[config.mk]
export PLATFORM = sky130hd
export DESIGN_NAME = tw_dbg_master
export DESIGN_NICKNAME = d
export VERILOG_FILES = /design/src/rtl/tw_dbg_pkg.sv /design/src/rtl/tw_strobe_gen.sv /design/src/rtl/tw_frame_seq.sv /design/src/rtl/tw_dbg_master.sv
export SDC_FILE = /design/constraint.sdc
export NUM_CORES = 1
export LEC_CHECK = 0
export BUFFER_PORTS_ARGS = -buffer_cell sky130_fd_sc_hd__buf_2
export CELL_PAD_IN_SITES_DETAIL_PLACEMENT = 2
export CELL_PAD_IN_SITES_GLOBAL_PLACEMENT = 2
export CORE_MARGIN = 2
export CORE_UTILIZATION = 32
export DETAILED_ROUTE_END_ITERATION = 10
export PLACE_DENSITY_LB_ADDON = 0.1
export SYNTH_ARGS = -nofsm -noshare
export SYNTH_HDL_FRONTEND = slang
export SYNTH_SLANG_ARGS = --single-unit
[constraint.sdc]
create_clock -name clk -period 2 [get_ports clk]
set_clock_uncertainty 0.1 [all_clocks]
set_input_delay 0.3 -clock clk [delete_from_list [all_inputs] [get_ports clk]]
set_output_delay 0.3 -clock clk [all_outputs]
set_load 0.005 [all_outputs]
[src/rtl/tw_dbg_pkg.sv]
package tw_dbg_pkg;

  typedef enum logic [2:0] {
    OP_AR_WR = 3'd0,
    OP_AR_RD = 3'd1,
    OP_DR_WR = 3'd2,
    OP_DR_RD = 3'd3,
    OP_RESET = 3'd4
  } tw_op_e;

  typedef enum logic [3:0] {
    PH_IDLE,
    PH_START,
    PH_INS,
    PH_LEN,
    PH_WBYTE,
    PH_WAIT,
    PH_RBYTE,
    PH_STOP,
    PH_RST,
    PH_END
  } tw_phase_e;

  typedef enum logic [1:0] {
    SG_IDLE,
    SG_LOW,
    SG_HIGH
  } tw_sg_e;

  // Instruction code per frame type, transmitted bit 0 first
  function automatic logic [1:0] ins_code(input tw_op_e op);
    case (op)
      OP_AR_WR: ins_code = 2'b11;
      OP_AR_RD: ins_code = 2'b10;
      OP_DR_WR: ins_code = 2'b01;
      default:  ins_code = 2'b00;
    endcase
  endfunction

endpackage

[src/rtl/tw_strobe_gen.sv]
module tw_strobe_gen
  import tw_dbg_pkg::*;
#(
  parameter int LOW_CYC  = 50,
  parameter int HIGH_CYC = 50,
  parameter int RST_CYC  = 1250
) (
  input  logic clk,
  input  logic rst,
  input  logic go,
  input  logic long_low,
  output logic ck_o,
  output logic fin
);

  localparam int MAX_LH = (LOW_CYC > HIGH_CYC) ? LOW_CYC : HIGH_CYC;
  localparam int MAXC   = (RST_CYC > MAX_LH) ? RST_CYC : MAX_LH;
  localparam int CW     = $clog2(MAXC + 1);

  tw_sg_e        st;
  logic [CW-1:0] cnt;

  always_ff @(posedge clk) begin
    if (rst) begin
      st   <= SG_IDLE;
      cnt  <= '0;
      ck_o <= 1'b1;
      fin  <= 1'b0;
    end else begin
      fin <= 1'b0;
      case (st)
        SG_IDLE: begin
          if (go) begin
            st   <= SG_LOW;
            ck_o <= 1'b0;
            cnt  <= long_low ? CW'(RST_CYC - 1) : CW'(LOW_CYC - 1);
          end
        end
        SG_LOW: begin
          if (cnt == '0) begin
            st   <= SG_HIGH;
            ck_o <= 1'b1;
            cnt  <= CW'(HIGH_CYC - 1);
          end else begin
            cnt <= cnt - CW'(1);
          end
        end
        SG_HIGH: begin
          if (cnt == '0) begin
            st  <= SG_IDLE;
            fin <= 1'b1;
          end else begin
            cnt <= cnt - CW'(1);
          end
        end
        default: st <= SG_IDLE;
      endcase
    end
  end

endmodule

[src/rtl/tw_frame_seq.sv]
module tw_frame_seq
  import tw_dbg_pkg::*;
#(
  parameter int WAIT_TRIES = 20
) (
  input  logic       clk,
  input  logic       rst,
  input  logic       start,
  input  logic       link_en,
  input  logic [2:0] cmd,
  input  logic [7:0] wr_byte,
  input  logic       td_s,
  input  logic       fin,
  output logic       go,
  output logic       long_low,
  output logic       td_o,
  output logic       td_oe,
  output logic       busy,
  output logic       done,
  output logic       tmo_err,
  output logic [7:0] rd_byte,
  output tw_op_e     op_q
);

  localparam int WW = $clog2(WAIT_TRIES + 1);
  localparam logic [WW-1:0] WAIT_LAST = WW'(WAIT_TRIES - 1);

  tw_phase_e     ph;
  logic          armed;
  logic [2:0]    bit_cnt;
  logic [WW-1:0] wait_cnt;
  logic [7:0]    wb_q;
  logic [7:0]    sh;
  logic          is_dr;
  logic          is_rd;
  logic [1:0]    ins;
  logic          cmd_ok;

  assign is_dr  = (op_q == OP_DR_WR) || (op_q == OP_DR_RD);
  assign is_rd  = (op_q == OP_AR_RD) || (op_q == OP_DR_RD);
  assign ins    = ins_code(op_q);
  assign cmd_ok = (cmd <= 3'd4);

  always_ff @(posedge clk) begin
    if (rst) begin
      ph       <= PH_IDLE;
      armed    <= 1'b0;
      bit_cnt  <= '0;
      wait_cnt <= '0;
      wb_q     <= '0;
      sh       <= '0;
      op_q     <= OP_AR_WR;
      go       <= 1'b0;
      long_low <= 1'b0;
      td_o     <= 1'b0;
      td_oe    <= 1'b0;
      busy     <= 1'b0;
      done     <= 1'b0;
      tmo_err  <= 1'b0;
      rd_byte  <= '0;
    end else begin
      go   <= 1'b0;
      done <= 1'b0;
      case (ph)
        PH_IDLE: begin
          if (start && link_en && cmd_ok) begin
            op_q     <= tw_op_e'(cmd);
            wb_q     <= wr_byte;
            tmo_err  <= 1'b0;
            busy     <= 1'b1;
            armed    <= 1'b0;
            bit_cnt  <= '0;
            wait_cnt <= '0;
            ph       <= (cmd == 3'd4) ? PH_RST : PH_START;
          end
        end
        PH_END: begin
          done  <= 1'b1;
          busy  <= 1'b0;
          td_oe <= 1'b0;
          ph    <= PH_IDLE;
          if (!tmo_err && is_rd) rd_byte <= sh;
        end
        default: begin
          if (!armed) begin
            // launch the strobe for the current bit, data set one cycle ahead
            go       <= 1'b1;
            armed    <= 1'b1;
            long_low <= (ph == PH_RST);
            case (ph)
              PH_INS: begin
                td_oe <= 1'b1;
                td_o  <= ins[bit_cnt[0]];
              end
              PH_LEN: begin
                td_oe <= 1'b1;
                td_o  <= 1'b0;
              end
              PH_WBYTE: begin
                td_oe <= 1'b1;
                td_o  <= wb_q[bit_cnt];
              end
              default: begin
                td_oe <= 1'b0;
                td_o  <= 1'b0;
              end
            endcase
          end else if (fin) begin
            armed <= 1'b0;
            case (ph)
              PH_START: begin
                ph      <= PH_INS;
                bit_cnt <= '0;
              end
              PH_INS: begin
                if (bit_cnt[0]) begin
                  bit_cnt <= '0;
                  if (is_dr)                  ph <= PH_LEN;
                  else if (op_q == OP_AR_WR)  ph <= PH_WBYTE;
                  else                        ph <= PH_RBYTE;
                end else begin
                  bit_cnt <= bit_cnt + 3'd1;
                end
              end
              PH_LEN: begin
                if (bit_cnt[0]) begin
                  bit_cnt <= '0;
                  ph      <= (op_q == OP_DR_WR) ? PH_WBYTE : PH_WAIT;
                end else begin
                  bit_cnt <= bit_cnt + 3'd1;
                end
              end
              PH_WBYTE: begin
                if (bit_cnt == 3'd7) begin
                  bit_cnt <= '0;
                  ph      <= (op_q == OP_AR_WR) ? PH_STOP : PH_WAIT;
                end else begin
                  bit_cnt <= bit_cnt + 3'd1;
                end
              end
              PH_RBYTE: begin
                sh <= {td_s, sh[7:1]};
                if (bit_cnt == 3'd7) begin
                  bit_cnt <= '0;
                  ph      <= PH_STOP;
                end else begin
                  bit_cnt <= bit_cnt + 3'd1;
                end
              end
              PH_WAIT: begin
                if (td_s) begin
                  wait_cnt <= '0;
                  ph       <= (op_q == OP_DR_RD) ? PH_RBYTE : PH_STOP;
                end else if (wait_cnt == WAIT_LAST) begin
                  tmo_err <= 1'b1;
                  ph      <= PH_END;
                end else begin
                  wait_cnt <= wait_cnt + WW'(1);
                end
              end
              default: ph <= PH_END;
            endcase
          end
        end
      endcase
    end
  end

endmodule

[src/rtl/tw_dbg_master.sv]
module tw_dbg_master
  import tw_dbg_pkg::*;
#(
  parameter int CLK_MHZ     = 50,
  parameter int LOW_US      = 1,
  parameter int HIGH_US     = 1,
  parameter int RESET_US    = 25,
  parameter int WAIT_TRIES  = 20,
  parameter int SYNC_STAGES = 2
) (
  input  logic       clk,
  input  logic       rst,
  input  logic       link_en,
  input  logic       start,
  input  logic [2:0] cmd,
  input  logic [7:0] wr_byte,
  output logic [7:0] rd_byte,
  output logic       done,
  output logic       busy,
  output logic       tmo_err,
  output logic       ck_o,
  output logic       ck_oe,
  output logic       td_o,
  output logic       td_oe,
  input  logic       td_i
);

  localparam int LOW_CYC  = CLK_MHZ * LOW_US;
  localparam int HIGH_CYC = CLK_MHZ * HIGH_US;
  localparam int RST_CYC  = CLK_MHZ * RESET_US;

  logic                   go;
  logic                   long_low;
  logic                   fin;
  logic [SYNC_STAGES-1:0] sync_q;
  logic                   td_s;
  tw_op_e                 act_op;

  // data input synchronizer, bit 0 is the first stage
  always_ff @(posedge clk) begin
    if (rst) sync_q <= '0;
    else     sync_q <= SYNC_STAGES'({sync_q, td_i});
  end
  assign td_s = sync_q[SYNC_STAGES-1];

  // clock drive follows the link enable; the level is already high at idle
  always_ff @(posedge clk) begin
    if (rst) ck_oe <= 1'b0;
    else     ck_oe <= link_en;
  end

  tw_strobe_gen #(
    .LOW_CYC (LOW_CYC),
    .HIGH_CYC(HIGH_CYC),
    .RST_CYC (RST_CYC)
  ) u_strobe (
    .clk     (clk),
    .rst     (rst),
    .go      (go),
    .long_low(long_low),
    .ck_o    (ck_o),
    .fin     (fin)
  );

  tw_frame_seq #(
    .WAIT_TRIES(WAIT_TRIES)
  ) u_seq (
    .clk     (clk),
    .rst     (rst),
    .start   (start),
    .link_en (link_en),
    .cmd     (cmd),
    .wr_byte (wr_byte),
    .td_s    (td_s),
    .fin     (fin),
    .go      (go),
    .long_low(long_low),
    .td_o    (td_o),
    .td_oe   (td_oe),
    .busy    (busy),
    .done    (done),
    .tmo_err (tmo_err),
    .rd_byte (rd_byte),
    .op_q    (act_op)
  );

endmodule

==> impl_summary.txt <==
----------------------------------------------------
[Logic synthesis]
  Dominant combinational cell family by area after synthesis ... simple AND/OR/NAND/NOR gates
  Primary flip-flop cell chosen by synthesis mapping ... sky130_fd_sc_hd__dfxtp_1
  Average size of a mapped cell ... 8.344 um2
  Sequential cell area fraction in the yosys report ... 0.3879
  Number of enable-type register cells in the synthesized netlist ... 0
  Mapped Nets ... 429
  Post-synthesis instance total ... 402
  Compound-cell area share of the yosys netlist ... 0.2066
  Post-Synth Adder-Cell Area ... 0.04103
  Synth unique cells ... 58
  Parity-gate share of the synthesized area counting xor and xnor cells ... 0
  Async S/R FF share, synth ... 0
  Area of the mapped netlist ... 3354 um2
  Number of flip-flops and latches in the synthesized netlist ... 65
  Area share of the largest cell type after synthesis ... 0.3879
  Biggest area contributors in the synthesized netlist ... sky130_fd_sc_hd__dfxtp_1 39%, sky130_fd_sc_hd__mux2i_1 6.3%, sky130_fd_sc_hd__a21oi_1 5.8%, sky130_fd_sc_hd__nand2_1 5.3%, sky130_fd_sc_hd__nor2_1 4.8%
  Share of synthesized cell area in and, or, nand and nor gates ... 0.2410
  Yosys warnings ... 0
  Portion of netlist area occupied by mux cells ... 0.07609
  Cell type with the largest total area after synthesis ... sky130_fd_sc_hd__dfxtp_1

[Final layout]
  Net total in the final layout ... 516
  Area of all sequential standard cells ... 1319 um2
  Fraction of the core area covered by cells at the end of the flow ... 0.4365
  Final antenna diode count ... 0
  Most common library cell in the layout ignoring fill and taps ... sky130_fd_sc_hd__buf_4
  Commonest non-fill, non-tap cells in the layout ... 68 x sky130_fd_sc_hd__buf_4, 55 x sky130_fd_sc_hd__dfxtp_1, 47 x sky130_fd_sc_hd__nand2_1
  Total area of multi-input combinational cells ... 2033 um2
  Fill count ... 1166
  Layout area overhead ... 33.12%
  Layout cell share with drive strength beyond 1 ... 0.3198

[GRT]
  Vias in the first global route ... 3705
  Largest net degree at the start of global routing ... 41
  Global-route usage over all layers ... 0.2121
  Wire length of the first global-routing pass ... 18990 um
  Total gr overflow ... 0
  Initial antenna violation count ... 0

[Routing]
  Detailed-router iteration count before antenna repair ... 4
  Final wirelength ... 11720 um
  Final antenna-violating net count ... 0
  Residual DRC ... 0
  Overall via count from detail_route ... 3379
  Average wire per cell in the routed design ... 18.60 um
  Number of DRC markers in iteration 0 ... 89
  Vias per Instance ... 5.363

[Clock network]
  Quantity of hold-fixing buffers added after cts ... 0
  Root Buffer Master ... sky130_fd_sc_hd__clkbuf_8
  Clock transition at the registers of the reported paths ... 0.09 ns
  Clock network latency to the later pin of the worst-skew pair ... 0.35 ns
  Max Buffers Root-to-Sink ... 2
  TritonCTS clock tree ... built
  Count of H-tree levels built during CTS ... 3
  TritonCTS Sinks ... 65
  Number of buffers created by CTS ... 9

[STA]
  Setup WS post-layout ... 0.02586 ns
  Final hold viol count ... 0
  Setup repair after global routing missed its margin ... yes
  Worst hold margin ... 0.06044 ns
  Upper clock frequency limit ... 0.5065 GHz
  Setup-violating endpoint count in the final report ... 0
  Transition time at the pin with the least slew margin ... 0.5921 ns
  Relative slew slack ... 0.6038
  Final max-slew violation count ... 0
  Final worst path period share ... 0.9871
  Post-layout minimum cycle time ... 1.974 ns

[Power and ir drop]
  Leakage ... 0.001896 uW
  Worst supply voltage drop on vdd ... 0.6144 mV
  Total Power Consumption ... 6257 uW
  Power Dens Cells ... 1401 nW/um2

[Place]
  I/O Buffers ... 30
  Minimum setup slack after placement ... -0.1656 ns
  HPWL reported at the end of detailed placement ... 8389 um
  Global placer's final weighted congestion ... 0.8398

[Job]
  Maximum capacitance violations ... 0

[Floorplan]
  Initial core utilization ... 0.3279
  Total die area ... 11320 um2
  Die Wd ... 106.4 um
  I/O pins ... 31
  Floorplan row count ... 37
  Core region area ... 10230 um2
  Die outline height ... 106.4 um

[Critical path]
  Max FO, Critical Path ... 4
  Worst endpoint required time ... 2.14 ns
  Worst Path Class, Setup ... register to register
  Arr. time, crit path ... 2.11 ns
  Worst setup EP type ... register
  CP startpoint kind ... register

[Worst hold path]
  Kind of path behind the tightest hold check ... input port to register

[Outcome]
  Result of the run ... finished clean

----------------------------------------------------
## cell type report
type,count,area share
multi-input cells,299,0.4553
flip-flops and latches,65,0.2953
repair buffers,99,0.1524
well taps,136,0.03811
clock buffers,9,0.02774
clock inverters,7,0.01849
inverters,15,0.01261
## repair_timing
action / 4_1_cts / 5_1_grt
setup endpoints to repair: 27 / 30
pin swaps: 3 / 7
buffers inserted: 1 / 7
gates resized for setup: 16 / 27
hold endpoints to repair: 0 / 0
## report_power, final
group	switching, uW	leakage, uW	internal (uW)	total [uW]
sequential	196	0.000533	1480	1670
combinational	1810	0.00126	1560	3370
clock	614	0.0000988	598	1210
total	2620	0.00190	3640	6260
## metal layers
layer  GRT usage  up-vias  wire [um]
li1            -     1619          -
met2      0.3796       38       5962
met1      0.2587     1703       5221
met4     0.06391        0        202
met3     0.03617       19        329
met5           0        -          0
## synthesized netlist by cell type, types with 8 or more instances
cell type,number
sky130_fd_sc_hd__mux2i_1,21
sky130_fd_sc_hd__inv_1,15
sky130_fd_sc_hd__dfxtp_1,65
sky130_fd_sc_hd__o21ai_0,17
sky130_fd_sc_hd__clkbuf_1,15
sky130_fd_sc_hd__nand3_1,8
sky130_fd_sc_hd__ha_1,11
sky130_fd_sc_hd__nand2_1,47
sky130_fd_sc_hd__nor2_1,43
sky130_fd_sc_hd__a21oi_1,39
sky130_fd_sc_hd__nor3_1,14
sky130_fd_sc_hd__nand2b_1,9
## critical path, cell delays in order, from the launching register on
cell and delay, ns:
sky130_fd_sc_hd__dfxtp_2 0.35, sky130_fd_sc_hd__ha_4 0.17, sky130_fd_sc_hd__nor4bb_2 0.18, sky130_fd_sc_hd__buf_4 0.14, sky130_fd_sc_hd__or4_4 0.51, sky130_fd_sc_hd__a21boi_2 0.18, sky130_fd_sc_hd__a311oi_2 0.23
## kinds of logic (layout without fill, tap and decap cells)
family,after synthesis,in the layout
adder cells (fa/ha/maj),11,11
flip-flops,65,65
AO/OA/AOI/OAI,103,103
buffers and inverters,38,130
AND/OR/NAND/NOR,162,162
multiplexers,23,23
## flip-flops by register name (all words and copies together), names as in the netlist, 2 cells and up
| name | flops |
|---|---|
| u_strobe.cnt | 11 |
| u_seq.rd_byte | 8 |
| u_seq.sh | 8 |
| u_seq.wb_q | 8 |
| u_seq.wait_cnt | 5 |
| u_seq.ph | 4 |
| u_seq.bit_cnt | 3 |
| u_seq.op_q | 3 |
| sync_q | 2 |
| u_strobe.st | 2 |
## stage by stage
| stage | instance area [um2] | cells | TNS [ns] |
|---|---|---|---|
| after floorplan | 3354 | 402 | 0 |
| after global placement | 4043 | 606 | -0.5786 |
| after detailed placement | 4043 | 606 | -2.133 |
| after CTS | 4314 | 623 | 0 |
| after global routing | 4466 | 630 | -0.2141 |
| final | 4466 | 630 | 0 |
## worst paths after layout
check | from | end | slack, ns | depth (start not counted)
worst max-delay path | u_seq.wait_cnt[0] | u_seq.ph[0] | 0.03 | 6
worst min register to register | u_seq.wb_q[3] | u_seq.wb_q[3] | 0.37 | 2
worst min-delay path | td_i | sync_q[0] | 0.06 | 2
worst max register to register | u_seq.wait_cnt[0] | u_seq.ph[0] | 0.03 | 6
(Power assumes the default switching activity.)
